--- src/rtl/fpr_pkg.sv ---
package fpr_pkg;

    typedef enum logic [1:0] {
        RD_NEAREST_EVEN = 2'b00,
        RD_NEG_INF      = 2'b01,
        RD_POS_INF      = 2'b10,
        RD_TO_ZERO      = 2'b11
    } rdir_e;

    typedef enum logic [1:0] {
        CLS_ZERO,
        CLS_FINITE,
        CLS_INF,
        CLS_NAN
    } fcls_e;

    typedef enum logic {
        OUT_IDLE,
        OUT_LOADED
    } ostate_e;

    // Decide whether the kept magnitude must be bumped by one unit.
    function automatic logic round_bump(input rdir_e dir, input logic sign,
                                        input logic lsb, input logic guard,
                                        input logic sticky);
        logic bump;
        unique case (dir)
            RD_NEAREST_EVEN: bump = guard & (sticky | lsb);
            RD_NEG_INF:      bump = (guard | sticky) & sign;
            RD_POS_INF:      bump = (guard | sticky) & ~sign;
            RD_TO_ZERO:      bump = 1'b0;
        endcase
        return bump;
    endfunction

endpackage

--- src/rtl/fpr_unpack.sv ---
module fpr_unpack
    import fpr_pkg::*;
#(
    parameter int EXP_W = 8,
    parameter int MAN_W = 23
) (
    input  logic [EXP_W+MAN_W:0] value,
    output logic                 sign,
    output logic [EXP_W-1:0]     exp_eff,
    output logic [MAN_W:0]       sig,
    output fcls_e                cls
);
    logic [EXP_W-1:0] raw_exp;
    logic [MAN_W-1:0] raw_frac;
    logic             exp_max;
    logic             exp_min;

    assign sign     = value[EXP_W+MAN_W];
    assign raw_exp  = value[EXP_W+MAN_W-1:MAN_W];
    assign raw_frac = value[MAN_W-1:0];
    assign exp_max  = &raw_exp;
    assign exp_min  = ~|raw_exp;

    always_comb begin
        if (exp_max) begin
            cls = (|raw_frac) ? CLS_NAN : CLS_INF;
        end else if (exp_min && !(|raw_frac)) begin
            cls = CLS_ZERO;
        end else begin
            cls = CLS_FINITE;
        end
    end

    // Subnormals share the scale of the lowest normal binade, hidden bit clear.
    assign exp_eff = exp_min ? EXP_W'(1) : raw_exp;
    assign sig     = {~exp_min, raw_frac};

endmodule

--- src/rtl/fpr_align.sv ---
module fpr_align
    import fpr_pkg::*;
#(
    parameter int EXP_W = 8,
    parameter int MAN_W = 23,
    parameter int SCL_W = 4
) (
    input  logic [EXP_W-1:0] exp_eff,
    input  logic [MAN_W:0]   sig,
    input  logic [SCL_W-1:0] m_cnt,
    input  logic             sign,
    input  rdir_e            dir,
    output logic [MAN_W+1:0] q_mag,
    output logic             lost,
    output logic             exact
);
    localparam int SIG_W = MAN_W + 1;
    localparam int BIAS  = (1 << (EXP_W - 1)) - 1;
    localparam int THR   = BIAS + MAN_W;
    localparam int MAXSH = SIG_W + 1;
    localparam int SH_W  = $clog2(MAXSH + 1);
    localparam int EXT_W = SIG_W + MAXSH;

    int               diff;
    logic [SH_W-1:0]  shamt;
    logic [EXT_W-1:0] ext;
    logic [SIG_W-1:0] kept;
    logic             guard;
    logic             sticky;
    logic             bump;

    always_comb begin
        // Number of significand bits that fall below the 2^-M grid.
        diff  = THR - int'(m_cnt) - int'(exp_eff);
        exact = (diff <= 0);
        if (diff >= MAXSH) begin
            shamt = SH_W'(MAXSH);
        end else if (diff < 0) begin
            shamt = '0;
        end else begin
            shamt = SH_W'(diff);
        end
        ext    = {sig, {MAXSH{1'b0}}} >> shamt;
        kept   = ext[EXT_W-1:MAXSH];
        guard  = ext[MAXSH-1];
        sticky = |ext[MAXSH-2:0];
        bump   = round_bump(dir, sign, kept[0], guard, sticky);
        q_mag  = {1'b0, kept} + {{SIG_W{1'b0}}, bump};
        lost   = guard | sticky;
    end

endmodule

--- src/rtl/fpr_pack.sv ---
module fpr_pack #(
    parameter int EXP_W = 8,
    parameter int MAN_W = 23,
    parameter int SCL_W = 4
) (
    input  logic                 sign,
    input  logic [MAN_W+1:0]     q_mag,
    input  logic [SCL_W-1:0]     m_cnt,
    output logic [EXP_W+MAN_W:0] packed_val
);
    localparam int SIG_W = MAN_W + 1;
    localparam int BIAS  = (1 << (EXP_W - 1)) - 1;
    localparam int LD_W  = $clog2(SIG_W + 1);

    logic [LD_W-1:0]  lead;
    logic [SIG_W:0]   norm;
    logic [EXP_W-1:0] exp_b;

    always_comb begin
        lead = '0;
        for (int i = 0; i <= SIG_W; i++) begin
            if (q_mag[i]) begin
                lead = LD_W'(i);
            end
        end
        // Move the leading one to the top position, then drop it.
        norm  = q_mag << (LD_W'(SIG_W) - lead);
        exp_b = EXP_W'(int'(lead) - int'(m_cnt) + BIAS);
        if (q_mag == '0) begin
            packed_val = {sign, {(EXP_W + MAN_W){1'b0}}};
        end else begin
            packed_val = {sign, exp_b, norm[SIG_W-1:1]};
        end
    end

endmodule

--- src/rtl/fpr_round_frac.sv ---
module fpr_round_frac
    import fpr_pkg::*;
#(
    parameter int EXP_W = 8,
    parameter int MAN_W = 23,
    parameter int SCL_W = 4
) (
    input  logic                     clk,
    input  logic                     rst_n,
    input  logic                     in_valid,
    input  logic [EXP_W+MAN_W:0]     in_value,
    input  logic [SCL_W+3:0]         in_ctrl,
    input  logic [1:0]               cur_mode,
    output logic                     out_valid,
    output logic [EXP_W+MAN_W:0]     out_value,
    output logic                     out_inexact
);
    localparam int W      = 1 + EXP_W + MAN_W;
    localparam int CTRL_W = SCL_W + 4;

    // Control decode
    logic [SCL_W-1:0] m_cnt;
    logic             suppress;
    rdir_e            dir;

    assign m_cnt    = in_ctrl[CTRL_W-1:4];
    assign suppress = in_ctrl[3];
    assign dir      = in_ctrl[2] ? rdir_e'(cur_mode) : rdir_e'(in_ctrl[1:0]);

    // Datapath
    logic             u_sign;
    logic [EXP_W-1:0] u_exp;
    logic [MAN_W:0]   u_sig;
    fcls_e            u_cls;
    logic [MAN_W+1:0] a_q;
    logic             a_lost;
    logic             a_exact;
    logic [W-1:0]     p_val;
    logic [W-1:0]     res_val;
    logic             res_inx;

    fpr_unpack #(.EXP_W(EXP_W), .MAN_W(MAN_W)) u_unpack (
        .value   (in_value),
        .sign    (u_sign),
        .exp_eff (u_exp),
        .sig     (u_sig),
        .cls     (u_cls)
    );

    fpr_align #(.EXP_W(EXP_W), .MAN_W(MAN_W), .SCL_W(SCL_W)) u_align (
        .exp_eff (u_exp),
        .sig     (u_sig),
        .m_cnt   (m_cnt),
        .sign    (u_sign),
        .dir     (dir),
        .q_mag   (a_q),
        .lost    (a_lost),
        .exact   (a_exact)
    );

    fpr_pack #(.EXP_W(EXP_W), .MAN_W(MAN_W), .SCL_W(SCL_W)) u_pack (
        .sign       (u_sign),
        .q_mag      (a_q),
        .m_cnt      (m_cnt),
        .packed_val (p_val)
    );

    always_comb begin
        res_val = in_value;
        res_inx = 1'b0;
        unique case (u_cls)
            CLS_NAN: begin
                res_val = {u_sign, {EXP_W{1'b1}}, 1'b1, in_value[MAN_W-2:0]};
            end
            CLS_INF, CLS_ZERO: begin
                res_val = in_value;
            end
            CLS_FINITE: begin
                if (!a_exact) begin
                    res_val = p_val;
                    res_inx = a_lost & ~suppress;
                end
            end
        endcase
    end

    // Output state machine: state register
    ostate_e state_q;
    ostate_e state_d;

    always_comb begin
        unique case (state_q)
            OUT_IDLE:   state_d = in_valid ? OUT_LOADED : OUT_IDLE;
            OUT_LOADED: state_d = in_valid ? OUT_LOADED : OUT_IDLE;
        endcase
    end

    always_ff @(posedge clk or negedge rst_n) begin
        if (!rst_n) begin
            state_q <= OUT_IDLE;
        end else begin
            state_q <= state_d;
        end
    end

    // Output registers
    always_ff @(posedge clk or negedge rst_n) begin
        if (!rst_n) begin
            out_value   <= '0;
            out_inexact <= 1'b0;
        end else if (in_valid) begin
            out_value   <= res_val;
            out_inexact <= res_inx;
        end
    end

    assign out_valid = (state_q == OUT_LOADED);

    logic in_is_nan;
    assign in_is_nan = (u_cls == CLS_NAN);

    AST_VALID_FOLLOWS: assert property (@(posedge clk) disable iff (!rst_n) in_valid |=> out_valid);
    AST_VALID_DROPS: assert property (@(posedge clk) disable iff (!rst_n) !in_valid |=> !out_valid);
    AST_SUPPRESS_LOW: assert property (@(posedge clk) disable iff (!rst_n) (in_valid && in_ctrl[3]) |=> !out_inexact);
    AST_NAN_QUIET: assert property (@(posedge clk) disable iff (!rst_n) (in_valid && in_is_nan) |=> (out_value[MAN_W-1] && !out_inexact));
    AST_SIGN_KEPT: assert property (@(posedge clk) disable iff (!rst_n) (in_valid && !in_is_nan) |=> (out_value[W-1] == $past(in_value[W-1])));
    AST_TOP_EXP_EXACT: assert property (@(posedge clk) disable iff (!rst_n) (out_valid && (&out_value[W-2:MAN_W])) |-> !out_inexact);

endmodule

--- config.mk ---
export PLATFORM = sky130hd
export DESIGN_NAME = fpr_round_frac
export DESIGN_NICKNAME = d
export VERILOG_FILES = /design/src/rtl/fpr_pkg.sv /design/src/rtl/fpr_unpack.sv /design/src/rtl/fpr_align.sv /design/src/rtl/fpr_pack.sv /design/src/rtl/fpr_round_frac.sv
export SDC_FILE = /design/constraint.sdc
export NUM_CORES = 1
export LEC_CHECK = 0
export ABC_AREA = 1
export BUFFER_PORTS_ARGS = -buffer_cell sky130_fd_sc_hd__clkbuf_2
export CAP_MARGIN = 20
export CORE_MARGIN = 4
export CORE_UTILIZATION = 60
export CTS_BUF_LIST = sky130_fd_sc_hd__clkbuf_4
export DETAILED_ROUTE_END_ITERATION = 8
export PLACE_DENSITY = 0.9
export SYNTH_ARGS = -nofsm -noshare
export SYNTH_HDL_FRONTEND = slang
export SYNTH_SLANG_ARGS = --single-unit
--- constraint.sdc ---
create_clock -name clk -period 2.1 [get_ports clk]
set_clock_uncertainty 0.1 [all_clocks]
set_input_delay 0.525 -clock clk [delete_from_list [all_inputs] [get_ports clk]]
set_output_delay 0.525 -clock clk [all_outputs]
set_load 0.1 [all_outputs]
==> results.py, run 1 <==
metrics = {
    "outcome": {
        "flow.stopped_at": "global routing",
        "outcome": "did not finish",
        "firstError": "[ERROR GRT-0116] Global routing finished with congestion. Check the congestion regions in the DRC Viewer.",
    },
    "placed_design": {
        "dp_hpwl_um": 25300,
        "port_buffers": 78,
        "place_inst": 1658,
        "place_area_mm2": 0.00919,
        "place_congestion": 1.05,
    },
    "synthesis": {
        "synthTopCellsByArea": "nand2_1 (24%), nand3_1 (16%), dfrtp_1 (13%)",
        "synth.most_common_cell": "nand2_1",
        "synthDistinctLibCells": 53,
        "syn-num-nets": 1268,
        "synth_edf_count": 0,
        "yosysTopAreaCellShare": 0.241,
        "synth-seq-area-share": 0.131,
        "synth_ff_type": "dfrtp_1",
        "yosysTopAreaCell": "nand2_1",
        "ys_async_sr_fraction": 1.00,
        "yosys_register_bits": 34,
        "synth_area_per_cell_um2": 5.39,
        "yosysWarnings": 0,
        "mappedNetlistArea_mm2": 0.00649,
        "synthTopCellsByCount": "nand2_1 (416), nand3_1 (209), inv_1 (106)",
        "netlist_instances": 1204,
    },
    "cts": {
        "hold_buffers": 0,
        "numCtsBuffers": 5,
        "cts.sinks": 34,
        "cts_buffer_depth": 2,
        "htreeDepth": 2,
        "root_buffer": "clkbuf_4",
    },
    "die": {
        "rows": 37,
        "io_pins": 79,
        "chipHeight_um": 112,
        "start_util": 0.623,
        "die_width_um": 112,
    },
    "global_routing": {
        "grt_first_pass_wirelength_um": 92600,
        "gr-total-overflow": 467,
        "grt_max_degree": 35,
        "grt_pass1_vias": 15069,
        "track_usage": 0.919,
    },
}
==> layer usage <==
| metal | overflow | track usage |
|---|---|---|
| met2 | 292 | 1.08 |
| met1 | 3 | 0.867 |
| met3 | 9 | 0.791 |
| met4 | 163 | 1.01 |
| met5 | 0 | 0.498 |
==> through the flow <==
| stage | setup slack, ns | setup TNS, ns |
|---|---|---|
| after global placement | -5.87 | -181.41 |
| after CTS | -6.21 | -190.15 |
| after floorplan | -5.43 | -167.27 |
| after detailed placement | -6.65 | -203.82 |
==> kinds of logic after synthesis <==
logic type / count (synthesis) / share of synthesized area
and+or+nand+nor: 791 / 0.541
buffers and inverters: 177 / 0.114
AOI/OAI and AO/OA: 160 / 0.139
DFF: 34 / 0.131
xor gates and xnor gates: 22 / 0.0349
adders and majority gates: 19 / 0.0390
muxes: 1 / 0.00154
==> repair_timing <==
| item | 4_1_cts |
|---|---|
| endpoints found under the setup margin | 32 |
| buffers inserted | 32 |
| cloned | 6 |
| resized for setup | 91 |
| pin swaps | 55 |
==> run 2: changes to the inputs <==
- CORE_UTILIZATION: 60 -> 40
- CTS_BUF_LIST: sky130_fd_sc_hd__clkbuf_4 -> default
- PLACE_DENSITY: 0.9 -> default
- PLACE_DENSITY_LB_ADDON: default -> 0.15
==> run 2 against run 1 <==
The flow now finishes, with violations (setup timing). Synthesized cell count did not move. Synthesized area did not move.
==> results.py, run 2 <==
metrics = {
    "placed_design": {
        "place_congestion": 0.994,
        "dp_hpwl_um": 21800,
        "port_buffers": 78,
    },
    "finish": {
        "multi_input_area_mm2": 0.00629,
        "final_common_cell": "buf_4",
        "final_nets": 1700,
        "area.growth.synth_to_final_pct": 81.9,
        "largest_reg_flops": 32,
        "final_cell_mix": "buf_4 (355), nand2_1 (349), nand3_1 (125)",
        "fillers": 1213,
        "seqCellArea_um2": 851,
        "regMostFlops": "out_value",
        "drive_above_1_share": 0.486,
        "antennaDiodeCount": 0,
    },
    "timing": {
        "tightest_slew_ns": 0.694,
        "fin_crit_ns": 8.12,
        "slew_headroom": 0.535,
        "period_share": 3.87,
        "hold_ws_ns": 0.173,
        "hold_viol_final": 0,
        "rsz0062_at_grt": "yes",
        "clock.fmax_mhz": 123,
        "slew_violations": 0,
        "fin_ws_ns": -6.02,
        "fin_setup_tns_ns": -183.83,
        "setup_viol": 32,
    },
    "die": {
        "rows": 46,
        "core_mm2": 0.0159,
        "chipHeight_um": 135,
        "start_util": 0.408,
        "io_pins": 79,
        "die_width_um": 135,
        "die-area_mm2": 0.0183,
    },
    "cts": {
        "cts_tree": "yes",
        "hold_buffers": 0,
        "cts_buffer_depth": 2,
        "root_buffer": "clkbuf_16",
        "clk_latency_ns": 0.28,
        "numCtsBuffers": 5,
        "cts.sinks": 34,
        "htreeDepth": 2,
        "clkTransAtPathRegs_ns": 0.06,
    },
    "setup_path": {
        "worst_setup_path_endpoint": "out_value[30]",
        "reg2reg_depth": 2,
        "max_stage_delay_ns": 0.36,
        "crit_path_start_kind": "input port",
        "critPathKind": "in -> reg",
        "r2r_end": "out_value[20]",
        "cp_data_arrival_time_ns": 8.15,
        "path_max_fanout": 7,
        "critPathLaunch": "in_value[26]",
        "r2r-start": "out_value[20]",
        "worst_ep_required_time_ns": 2.13,
        "r2r_slack_ns": 1.28,
        "slowest_stage": "fa_2",
        "end_kind": "flip-flop",
        "crit_top_cell": "nand2_2",
    },
    "synthesis": {
        "ys_async_sr_fraction": 1.00,
        "synth.most_common_cell": "nand2_1",
        "synth-seq-area-share": 0.131,
        "netlist_instances": 1204,
        "synthTopCellsByCount": "nand2_1 (416), nand3_1 (209), inv_1 (106)",
        "yosysTopAreaCell": "nand2_1",
        "yosys_register_bits": 34,
        "synth_area_per_cell_um2": 5.39,
        "synthTopCellsByArea": "nand2_1 (24%), nand3_1 (16%), dfrtp_1 (13%)",
        "yosysTopAreaCellShare": 0.241,
        "syn-num-nets": 1268,
        "yosysWarnings": 0,
        "synth_edf_count": 0,
        "synth_ff_type": "dfrtp_1",
        "synthDistinctLibCells": 53,
        "mappedNetlistArea_mm2": 0.00649,
    },
    "global_routing": {
        "grt_max_degree": 35,
        "antenna_found_initial": 0,
        "gr-total-overflow": 0,
        "grt_pass1_vias": 8917,
        "grt_first_pass_wirelength_um": 43900,
        "track_usage": 0.294,
    },
    "power_and_ir_drop": {
        "clockPowerShare": 0.040,
        "p_int_uw": 7840,
        "p_seq_frac": 0.058,
        "power.density_mw_per_mm2": 1580,
        "power_frac_comb": 0.902,
        "irDropWorstVdd_uv": 1260,
        "p_sw_frac": 0.580,
        "switching_power_uw": 10800,
        "p_leak_uw": 0.00619,
    },
    "drt": {
        "routed_wl_um": 30900,
        "drcViolationCount": 0,
        "vias": 10124,
        "drt-wirelength-per-cell_um": 16.7,
        "vias_per_cell": 5.46,
        "ant_nets": 0,
        "dr.pass1.iters": 9,
        "drt_iter0_markers": 1287,
    },
    "outcome": {
        "violations": "setup timing",
        "outcome": "finished with violations",
    },
    "job": {
        "cap_violations": 0,
    },
    "worst_hold_path": {
        "hp-class": "in -> async",
    },
}
[run 2: cell counts after synthesis]
Identical to the previous run, type by type.
[run 2: per-layer routing]
metal,track usage,part of all wire,vias to the layer above
met5,0,0,-
met4,0.125,0.057,0
met3,0.0312,0.068,125
met2,0.488,0.47,495
met1,0.389,0.40,4646
li1,-,-,4858
[run 2: cell type report]
cell class,instances,area share
Multi-Input combinational cell,995,0.533
Timing Repair Buffer,474,0.314
Sequential cell,34,0.0721
Inverter,123,0.0423
Tap cell,216,0.0229
Clock buffer,6,0.0118
Timing Repair inverter,3,0.00297
Clock inverter,2,0.00106
[run 2: worst min-delay path by stage]
stage | from | endpoint | slack (ns) | cells past startpoint
2_1_floorplan | rst_n | out_inexact | 0.13 | 0
3_3_place_gp | out_value[31] | out_value[31] | 0.36 | 2
3_5_place_dp | out_value[11] | out_value[11] | 0.36 | 2
4_1_cts | rst_n | out_value[15] | 0.19 | 2
5_1_grt | rst_n | out_value[31] | 0.21 | 2
6_report | rst_n | out_value[9] | 0.17 | 2
[run 2: power by group through the flow]
stage / clock [uW] / sequential [uW] / combinational (uW)
floorplan: 0 / 2920 / 6180
global placement: 0 / 1080 / 11800
finish: 749 / 1080 / 16800
global route: 789 / 1110 / 17900
detailed placement: 0 / 1070 / 11800
CTS: 755 / 1070 / 13000
[run 2: kinds of logic (layout without fill, tap and decap cells)]
family	count (synthesis)	count (layout)	share of synthesized area
xor+xnor	22	22	0.0349
flops	34	34	0.131
compound gates	160	160	0.139
buf+inv	177	608	0.114
simple gates	791	793	0.541
mux	1	1	0.00154
fa+ha+maj	19	19	0.0390
[run 2: timing repair]
action / in CTS / in global routing
setup endpoints to repair: 32 / 32
cloned: 5 / 7
pin swaps: 21 / 129
setup buffers: 43 / 30
resized for setup: 66 / 296
[run 2: stage by stage]
stage	total power [uW]	instance area (um2)	util	instances	setup slack, ns
2_1_floorplan	9100	6630	-	1204	-5.43
5_1_grt	19800	11800	0.743	1853	-6.55
3_5_place_dp	12900	9420	0.593	1761	-6.25
6_report	18700	11800	0.743	1853	-6.02
3_3_place_gp	12800	9420	0.593	1761	-6.11
4_1_cts	14800	10300	0.645	1817	-5.65
[run 2: critical path: cells and delay by family]
family          cells  cell delay (ns)
fa+ha+maj           6             1.42
buf+inv             9             1.10
compound gates     10             1.18
xor+xnor            1             0.21
simple gates       34             3.67
No activity file was read; power rests on OpenSTA's default activity.
==> run 3: changes to the inputs <==
- CORE_ASPECT_RATIO: default -> 0.8
==> run 3 against run 2 <==
The flow still finishes with violations (setup timing). Utilization shrank 2.4 points. Total power down 8.8%. Global-route usage increased by 1.1 points. Non-clock buffer count down 24. Maximum frequency increased by 1.2%. Worst hold slack better by 0.011 ns. Combinational power is 10% lower. Wire length down 2.5%.
==> results.py, run 3 (synthesis gave the netlist of run 2 again) <==
metrics = {
    "timing": {
        "slew_headroom": 0.589,
        "fin_ws_ns": -5.92,
        "fin_setup_tns_ns": -183.31,
        "fin_crit_ns": 8.02,
        "slew_violations": 0,
        "clock.fmax_mhz": 125,
        "hold_viol_final": 0,
        "rsz0062_at_grt": "yes",
        "tightest_slew_ns": 0.614,
        "period_share": 3.82,
        "setup_viol": 32,
    },
    "die": {
        "chipHeight_um": 122,
        "die_width_um": 150,
        "start_util": 0.409,
        "die-area_mm2": 0.0183,
        "rows": 41,
        "core_mm2": 0.0159,
        "io_pins": 79,
    },
    "worst_hold_path": {
        "hp-class": "in -> async",
    },
    "placed_design": {
        "port_buffers": 78,
        "dp_hpwl_um": 21900,
        "place_congestion": 1.01,
    },
    "setup_path": {
        "critPathLaunch": "in_ctrl[4]",
        "end_kind": "flip-flop",
        "worst_ep_required_time_ns": 2.21,
        "r2r-start": "out_value[16]",
        "crit_path_start_kind": "input port",
        "path_max_fanout": 6,
        "max_stage_delay_ns": 0.44,
        "slowest_stage": "or4_4",
        "critPathKind": "in -> reg",
        "reg2reg_depth": 2,
        "crit_top_cell": "nand2_1",
        "cp_data_arrival_time_ns": 8.13,
    },
    "drt": {
        "vias": 9984,
        "dr_wl_met2_um": 13600,
        "wl_met1_um": 12800,
        "drcViolationCount": 0,
        "drt_iter0_markers": 963,
        "topRoutingLayerUsed": "met5",
        "routed_wl_um": 30100,
        "drt-wirelength-per-cell_um": 16.5,
        "dr.pass1.iters": 7,
        "wl_met3_um": 3130,
        "vias_per_cell": 5.47,
        "ant_nets": 0,
    },
    "cts": {
        "hold_buffers": 0,
        "clk_latency_ns": 0.27,
        "numCtsBuffers": 5,
        "clkTransAtPathRegs_ns": 0.05,
        "cts_tree": "yes",
        "root_buffer": "clkbuf_16",
        "cts_buffer_depth": 2,
        "htreeDepth": 2,
        "cts.sinks": 34,
    },
    "global_routing": {
        "gr-total-overflow": 0,
        "grt_first_pass_wirelength_um": 45300,
        "track_usage": 0.305,
        "grt_pass1_vias": 9124,
        "grt_max_degree": 35,
        "antenna_found_initial": 1,
    },
    "outcome": {
        "violations": "setup timing",
        "outcome": "finished with violations",
    },
    "finish": {
        "area.growth.synth_to_final_pct": 75.7,
        "regMostFlops": "out_value",
        "antennaDiodeCount": 0,
        "final_nets": 1673,
        "final_cell_mix": "nand2_1 (355), buf_4 (335), nand3_1 (147)",
        "final_common_cell": "nand2_1",
        "drive_above_1_share": 0.459,
        "largest_reg_flops": 32,
    },
    "power_and_ir_drop": {
        "irDropWorstVdd_uv": 894,
        "p_total_uw": 17000,
        "p_leak_uw": 0.00598,
        "power.density_mw_per_mm2": 1490,
    },
    "job": {
        "cap_violations": 0,
    },
}
==> run 3: timing repair <==
action | CTS | global route
pin swaps | 57 | 116
gates cloned | 3 | 3
buffers inserted | 63 | 33
gates resized for setup | 121 | 195
setup endpoints to repair | 32 | 32
==> run 3: final timing paths <==
path	endpoint	slack [ns]
min reg2reg	out_value[23]	0.38
max reg2reg	out_value[16]	1.28
min in group clk	out_value[23]	0.38
max in group asynchronous	out_value[26]	1.40
min	out_value[20]	0.18
max	out_value[28]	-5.92
==> run 3: layout make-up <==
class,instances,area (um2)
sequential,34,851
fill,1287,4460
tap,215,269
inverter,123,497
clock buffer,6,139
multi-input combinational,993,6100
timing repair inverter,2,17.5
timing repair buffer,450,3490
clock inverter,1,30.0
==> run 3: report_power, final <==
part	switching, uW	internal (uW)	leakage [uW]	total [uW]
Combinational	9360	5730	0.00550	15100
Clock	268	585	0.0000829	853
Sequential	163	912	0.000402	1070
==> run 3: critical path: cells and delay by family <==
kind            cells  cell delay, ns
simple gates       29            3.04
compound gates     11            1.63
buf+inv            11            1.33
fa+ha+maj           5            1.24
xor+xnor            2            0.33
==> run 3: stage by stage <==
stage	area (um2)	hold WS (ns)	worst slack [ns]	instances	util
after floorplan	6630	0.129	-5.43	1204	-
after global placement	9320	0.358	-6.17	1745	0.588
after detailed placement	9320	0.366	-6.32	1745	0.588
after CTS	10500	0.198	-5.54	1817	0.664
after global routing	11400	0.215	-6.44	1824	0.719
final	11400	0.185	-5.92	1824	0.719
==> run 3: per-layer routing <==
| metal | track usage | vias up |
|---|---|---|
| met5 | 0 | - |
| met4 | 0.0714 | 2 |
| met3 | 0.0695 | 66 |
| met2 | 0.461 | 541 |
| met1 | 0.440 | 4576 |
| li1 | - | 4799 |
